--- config.mk ---
export PLATFORM = sky130hd
export DESIGN_NAME = wp_seq_guard
export DESIGN_NICKNAME = d
export VERILOG_FILES = /design/src/rtl/wpg_pkg.sv /design/src/rtl/wpg_key_match.sv /design/src/rtl/wpg_load_window.sv /design/src/rtl/wp_seq_guard.sv
export SDC_FILE = /design/constraint.sdc
export NUM_CORES = 1
export LEC_CHECK = 0
export ABC_CLOCK_PERIOD_IN_PS = 1700
export BUFFER_PORTS_ARGS = -buffer_cell sky130_fd_sc_hd__buf_2
export CAP_MARGIN = 20
export CORE_ASPECT_RATIO = 0.6
export CORE_MARGIN = 3
export CORE_UTILIZATION = 47
export DETAILED_ROUTE_END_ITERATION = 10
export PLACE_DENSITY = 0.75
export SYNTH_ARGS = -nofsm -noshare
export SYNTH_HDL_FRONTEND = slang
export SYNTH_SLANG_ARGS = --single-unit
--- constraint.sdc ---
create_clock -name clk -period 1.7 [get_ports clk]
set_input_delay 0.34 -clock clk [delete_from_list [all_inputs] [get_ports clk]]
set_output_delay 0.34 -clock clk [all_outputs]
set_load 0.01 [all_outputs]
--- src/rtl/wpg_pkg.sv ---
package wpg_pkg;

    localparam int CMD_AW   = 15;
    localparam int NUM_KEYS = 5;

    typedef enum logic [2:0] {
        SEQ_IDLE = 3'd0,
        SEQ_K1   = 3'd1,
        SEQ_K2   = 3'd2,
        SEQ_PRE  = 3'd3,
        SEQ_K1B  = 3'd4,
        SEQ_K2B  = 3'd5,
        SEQ_OPEN = 3'd6
    } seq_e;

    // key indices
    localparam int KEY_A   = 0;
    localparam int KEY_B   = 1;
    localparam int KEY_ON  = 2;
    localparam int KEY_PRE = 3;
    localparam int KEY_OFF = 4;

    function automatic logic [CMD_AW-1:0] key_addr(input int idx);
        return (idx == KEY_B) ? 15'h2AAA : 15'h5555;
    endfunction

    function automatic logic [7:0] key_data(input int idx);
        case (idx)
            KEY_A:   return 8'hAA;
            KEY_B:   return 8'h55;
            KEY_ON:  return 8'hA0;
            KEY_PRE: return 8'h80;
            default: return 8'h20;
        endcase
    endfunction

    typedef struct packed {
        seq_e seq;
        logic protect;
        logic accept;
        logic timer;
    } guard_st;

endpackage

--- src/rtl/wpg_key_match.sv ---
module wpg_key_match
    import wpg_pkg::*;
(
    input  logic [CMD_AW-1:0]   addr_lo,
    input  logic [7:0]          data,
    output logic [NUM_KEYS-1:0] hit
);

    for (genvar k = 0; k < NUM_KEYS; k++) begin : g_key
        assign hit[k] = (addr_lo == key_addr(k)) && (data == key_data(k));
    end

endmodule

--- src/rtl/wpg_load_window.sv ---
module wpg_load_window #(
    parameter int LOAD_WINDOW = 30000
) (
    input  logic clk,
    input  logic rst_n,
    input  logic active,
    input  logic strobe,
    output logic expire
);

    localparam int GW = $clog2(LOAD_WINDOW + 1);
    localparam logic [GW-1:0] LAST = GW'(LOAD_WINDOW - 1);

    logic [GW-1:0] gap_d, gap_q;

    always_comb begin
        gap_d  = gap_q;
        expire = 1'b0;
        if (!active || strobe) begin
            gap_d = '0;
        end else if (gap_q == LAST) begin
            expire = 1'b1;
            gap_d  = '0;
        end else begin
            gap_d = gap_q + 1'b1;
        end
    end

    always_ff @(posedge clk) begin
        if (!rst_n) gap_q <= '0;
        else        gap_q <= gap_d;
    end

    p_gap_bound_r5: assert property (@(posedge clk) disable iff (!rst_n)
        gap_q <= LAST);

    p_gap_idle_r8: assert property (@(posedge clk) disable iff (!rst_n)
        !$past(active) |-> gap_q == '0);

endmodule

--- src/rtl/wp_seq_guard.sv ---
module wp_seq_guard
    import wpg_pkg::*;
#(
    parameter int   ADDR_W       = 19,
    parameter int   LOAD_WINDOW  = 30000,
    parameter logic PROTECT_INIT = 1'b0
) (
    input  logic              clk,
    input  logic              rst_n,
    input  logic              wr_valid,
    input  logic [ADDR_W-1:0] wr_addr,
    input  logic [7:0]        wr_data,
    output logic              wr_accept,
    output logic              timer_start,
    output logic              protect_on
);

    guard_st cur_q, nxt_d;
    logic [NUM_KEYS-1:0] hit;
    logic expire;
    logic data_wr;

    wpg_key_match u_match (
        .addr_lo (wr_addr[CMD_AW-1:0]),
        .data    (wr_data),
        .hit     (hit)
    );

    wpg_load_window #(.LOAD_WINDOW(LOAD_WINDOW)) u_window (
        .clk    (clk),
        .rst_n  (rst_n),
        .active (cur_q.seq != SEQ_IDLE),
        .strobe (wr_valid),
        .expire (expire)
    );

    always_comb begin
        nxt_d        = cur_q;
        nxt_d.accept = 1'b0;
        nxt_d.timer  = 1'b0;
        data_wr      = 1'b0;
        if (wr_valid) begin
            case (cur_q.seq)
                SEQ_IDLE: begin
                    if (hit[KEY_A]) nxt_d.seq = SEQ_K1;
                    else            data_wr   = 1'b1;
                end
                SEQ_K1, SEQ_K1B: begin
                    if (hit[KEY_B]) begin
                        nxt_d.seq = (cur_q.seq == SEQ_K1) ? SEQ_K2 : SEQ_K2B;
                    end else begin
                        nxt_d.seq = SEQ_IDLE;
                        data_wr   = 1'b1;
                    end
                end
                SEQ_K2: begin
                    if (hit[KEY_ON]) begin
                        nxt_d.seq     = SEQ_OPEN;
                        nxt_d.protect = 1'b1;
                        nxt_d.timer   = 1'b1;
                    end else if (hit[KEY_PRE]) begin
                        nxt_d.seq = SEQ_PRE;
                    end else begin
                        nxt_d.seq = SEQ_IDLE;
                        data_wr   = 1'b1;
                    end
                end
                SEQ_PRE: begin
                    if (hit[KEY_A]) begin
                        nxt_d.seq = SEQ_K1B;
                    end else begin
                        nxt_d.seq = SEQ_IDLE;
                        data_wr   = 1'b1;
                    end
                end
                SEQ_K2B: begin
                    nxt_d.seq = SEQ_IDLE;
                    if (hit[KEY_OFF]) begin
                        nxt_d.protect = 1'b0;
                        nxt_d.timer   = 1'b1;
                    end else begin
                        data_wr = 1'b1;
                    end
                end
                SEQ_OPEN: data_wr = 1'b1;
                default: begin
                    nxt_d.seq = SEQ_IDLE;
                    data_wr   = 1'b1;
                end
            endcase
            if (data_wr) begin
                nxt_d.timer  = 1'b1;
                nxt_d.accept = !cur_q.protect || (cur_q.seq == SEQ_OPEN);
            end
        end else if (expire) begin
            nxt_d.seq = SEQ_IDLE;
        end
    end

    always_ff @(posedge clk) begin
        if (!rst_n) begin
            cur_q.seq     <= SEQ_IDLE;
            cur_q.protect <= PROTECT_INIT;
            cur_q.accept  <= 1'b0;
            cur_q.timer   <= 1'b0;
        end else begin
            cur_q <= nxt_d;
        end
    end

    assign wr_accept   = cur_q.accept;
    assign timer_start = cur_q.timer;
    assign protect_on  = cur_q.protect;

    p_accept_after_strobe_r2: assert property (@(posedge clk) disable iff (!rst_n)
        wr_accept |-> $past(wr_valid));

    p_accept_starts_timer_r4: assert property (@(posedge clk) disable iff (!rst_n)
        wr_accept |-> timer_start);

    p_locked_accept_open_r5: assert property (@(posedge clk) disable iff (!rst_n)
        (wr_accept && protect_on) |-> cur_q.seq == SEQ_OPEN);

    p_prefix_silent_r3: assert property (@(posedge clk) disable iff (!rst_n)
        ($past(wr_valid) && cur_q.seq != SEQ_IDLE && cur_q.seq != SEQ_OPEN)
            |-> (!wr_accept && !timer_start));

    p_flag_moves_on_write_r10: assert property (@(posedge clk) disable iff (!rst_n)
        !$stable(protect_on) |-> $past(wr_valid));

    p_enable_opens_burst_r3: assert property (@(posedge clk) disable iff (!rst_n)
        $rose(protect_on) |-> (cur_q.seq == SEQ_OPEN && timer_start));

    p_addr_known_r9: assert property (@(posedge clk) disable iff (!rst_n)
        wr_valid |-> !$isunknown(wr_addr));

endmodule

==> out/qor_table.md <==
| Result | Reported | Unit |
|:---|:---|:---|
| Clock Skew | 0.00378 | ns |
| DP HPWL | 2.77 | mm |
| Synth top area cells | sky130_fd_sc_hd__dfxtp_1 33%, sky130_fd_sc_hd__nor2_1 6.5%, sky130_fd_sc_hd__xor2_1 5.5% | - |
| Detailed-routing iteration count for the pre-antenna-repair pass | 4 | - |
| Crit path time final | 1.70 | ns |
| Fill cells | 185 | - |
| Total standard cell area after synthesis | 1270 | µm² |
| RD Place Congestion | 0.854 | - |
| Routed Wire Length | 3.62 | mm |
| Final worst slack | -0.00137 | ns |
| First-pass GRT wire length | 5.98 | mm |
| Slew at the pin closest to its max-slew limit | 0.508 | ns |
| Clock tree from TritonCTS | built | - |
| Endpoint class of the critical path | flip-flop | - |
| Worst setup SP type | input pin | - |
| Number of global-route vias before repair | 1311 | - |
| Worst min-delay path class | in2reg | - |
| Leakage | 0.000660 | µW |
| Die boundary width | 73.0 | µm |
| Category of the critical setup timing path | in2reg | - |
| Critical R2R Capture | u_window.gap_q[14] | - |
| Clock root buffer master | sky130_fd_sc_hd__clkbuf_8 | - |
| Count of boundary I/O pins | 33 | - |
| Routed WL per cell | 15.5 | µm |
| Arrival time of the worst setup path | 1.82 | ns |
| Area of the multi-input gates | 893 | µm² |
| Unrepaired setup endpoints after global routing | true | - |
| Floorplan row count | 13 | - |
| Total Routing Usage GR | 0.234 | - |
| Outcome | finished with violations | - |
| Logic depth of the worst register-to-register path | 6 | - |
| Sequential area share after synthesis | 0.332 | - |
| Post-placement cell count | 227 | - |
| Worst reg-to-reg setup slack | 0.09 | ns |
| Post-Synthesis Cells | 152 | - |
| Crit path required time | 1.82 | ns |
| Post-synthesis register bit count | 21 | - |
| Top-count cell post-synth | sky130_fd_sc_hd__nor2_1 | - |
| Placeable Area | 2360 | µm² |
| Critical path launch point | wr_addr[1] | - |
| Area taken by flip-flops and latches | 420 | µm² |
| Synthesis-to-finish area growth | 38.8 | % |
| Violated checks | setup timing | - |
| Initial Util | 0.537 | - |
| Cell type contributing the most total cell area after synthesis | sky130_fd_sc_hd__dfxtp_1 | - |
| Overall overflow remaining after global route | 0 | - |
| Final ANT Viol Nets | 0 | - |
| Area share of the largest cell type after synthesis | 0.332 | - |
| Mean instance size in the synthesized netlist | 8.33 | µm² |
| Number of CTS-inserted buffers | 3 | - |
| Count of unique library cells instantiated by Yosys | 44 | - |
| Final setup fails | 1 | - |
| VDD IR-drop max | 0.471 | mV |
| Clock transition at the registers of the reported paths | 0.07 | ns |
| Number of inserted diodes | 0 | - |
| Die outline height | 46.2 | µm |
| Detailed-route DRC error count | 0 | - |
| Share of final-layout standard cells stronger than drive strength 1 | 0.353 | - |
| Reg-to-Reg Start | u_window.gap_q[0] | - |
| Starting DRC count in detailed routing | 106 | - |
| Area enclosed by the die boundary | 3370 | µm² |
| Proportion of register bits with asynchronous set or reset after synthesis | 0 | - |
| Maximum operating frequency | 588 | MHz |
| Syn Nets | 183 | - |
| Maximum clock insertion buffer count | 2 | - |
| Critical-path maximum fanout | 4 | - |
| Total count of max-transition violations in the final report | 0 | - |
| Total of hold buffers inserted after clock tree synthesis | 0 | - |
| Count of vias placed by the detailed router | 1386 | - |
| Number of H-tree levels | 1 | - |
| Vias per std cell | 5.92 | - |
| Slew Limit Headroom | 0.661 | - |
| Critical path capture point | timer_start | - |
| Post-route non-filler standard cell count | 234 | - |
| Clock insertion delay at the later pin of the skew report | 0.26 | ns |
| Total negative slack for setup checks | -0.00137 | ns |
| Total power after layout | 918 | µW |
| Final core utilization | 0.745 | - |
| Final cycle utilization of the critical path | 1.00 | - |
| Power density over cell area | 522 | nW/µm² |
| Top flip-flop cell by instance count after synthesis | sky130_fd_sc_hd__dfxtp_1 | - |
| Count of max-cap constraint violations | 0 | - |
| Most frequent cells after synthesis | 22 x sky130_fd_sc_hd__nor2_1, 21 x sky130_fd_sc_hd__dfxtp_1, 11 x sky130_fd_sc_hd__nand2_1, 8 x sky130_fd_sc_hd__xor2_1, 7 x sky130_fd_sc_hd__nand4_1 | - |
| Antenna violations before repair | 0 | - |
| Buffers added on ports | 28 | - |
| Number of endpoints with negative hold slack in the final report | 0 | - |
| Net count reported at finish | 236 | - |
| Count of flip-flops with a built-in enable after synthesis | 0 | - |
| Pin count of the biggest net entering global routing | 15 | - |
| Clock Sinks | 21 | - |
| Syn. warnings | 0 | - |
[registers in the layout, indices dropped and copies added (netlist names)]
name            count
wr_accept           1
timer_start         1
u_window.gap_q     15
protect_on          1
cur_q               3
[cells in the final DEF, fill, tap and decap left out, types with 3 or more instances in the layout]
cell type                  netlist  final
sky130_fd_sc_hd__nand2_1        11     11
sky130_fd_sc_hd__nand2b_1        3      3
sky130_fd_sc_hd__nand4_1         7      7
sky130_fd_sc_hd__a21oi_1         4      4
sky130_fd_sc_hd__nand3_1         6      6
sky130_fd_sc_hd__clkbuf_8        0      3
sky130_fd_sc_hd__buf_2           0     25
sky130_fd_sc_hd__buf_6           0      4
sky130_fd_sc_hd__inv_1           5      5
sky130_fd_sc_hd__o21ai_0         3      3
sky130_fd_sc_hd__dfxtp_1        21     21
sky130_fd_sc_hd__nor2b_1         3      3
sky130_fd_sc_hd__nor2_1         22     22
sky130_fd_sc_hd__xnor2_1         4      4
sky130_fd_sc_hd__and3_1          4      3
sky130_fd_sc_hd__buf_4           0     23
sky130_fd_sc_hd__or3_1           3      3
sky130_fd_sc_hd__xor2_1          8      8
[report_power, final]
| part | internal [µW] | switching, µW | leakage (µW) |
|---|---|---|---|
| sequential | 494 | 0.444 | 0.000170 |
| combinational | 54.6 | 47.2 | 0.000467 |
| clock | 167 | 154 | 0.0000228 |
[area by class of cell]
type / count / area share
Multi-Input combinational cell: 122 / 0.508
Inverter: 5 / 0.0107
Timing Repair Buffer: 52 / 0.195
Clock buffer: 4 / 0.0256
Tap cell: 30 / 0.0214
Sequential cell: 21 / 0.239
[through the flow]
stage	hold WS (ns)	cell area, µm²	setup slack [ns]
2_1_floorplan	0.430	1290	-0.0353
3_3_place_gp	0.470	1610	-0.291
3_5_place_dp	0.505	1610	-0.385
4_1_cts	0.396	1720	0.00871
5_1_grt	0.404	1760	-0.0612
6_report	0.402	1760	-0.00137
[how the worst min path moves through the flow]
stage,slack [ns],depth (start not counted),to,startpoint
detailed placement,0.50,2,u_window.gap_q[13],u_window.gap_q[13]
global placement,0.47,2,u_window.gap_q[14],u_window.gap_q[14]
global route,0.40,2,protect_on,rst_n
finish,0.40,2,protect_on,rst_n
CTS,0.40,2,protect_on,rst_n
floorplan,0.43,1,u_window.gap_q[0],u_window.gap_q[0]
[metal layers]
layer | global-route usage | vias up | routed length [µm] | share of wire
met2 | 0.369 | 67 | 1530 | 0.42
met1 | 0.320 | 641 | 1680 | 0.46
met5 | 0 | - | 0 | 0
met3 | 0.0675 | 8 | 375 | 0.10
li1 | - | 670 | - | -
met4 | 0.0478 | 0 | 39 | 0.011
[critical path, cell delays in order]
cell and delay (ns):
sky130_fd_sc_hd__buf_2 0.11, sky130_fd_sc_hd__or3b_4 0.40, sky130_fd_sc_hd__nor4_4 0.27, sky130_fd_sc_hd__buf_4 0.20
sky130_fd_sc_hd__nand3b_1 0.09, sky130_fd_sc_hd__a31oi_2 0.27, sky130_fd_sc_hd__a41oi_1 0.14
[cell families after synthesis]
kind of cell	synth area share
fa+ha+maj	0.00988
buf+inv	0.0267
xor+xnor	0.0830
compound gates	0.141
simple gates	0.407
flops	0.332
[repair_timing]
action,in CTS,in global routing
setup endpoints to repair,4,20
endpoints found under the hold margin,0,0
setup buffers,3,0
pin swaps,5,4
cloned,0,0
gates resized for setup,5,8
Note: power is estimated with default switching activity, not from simulation.
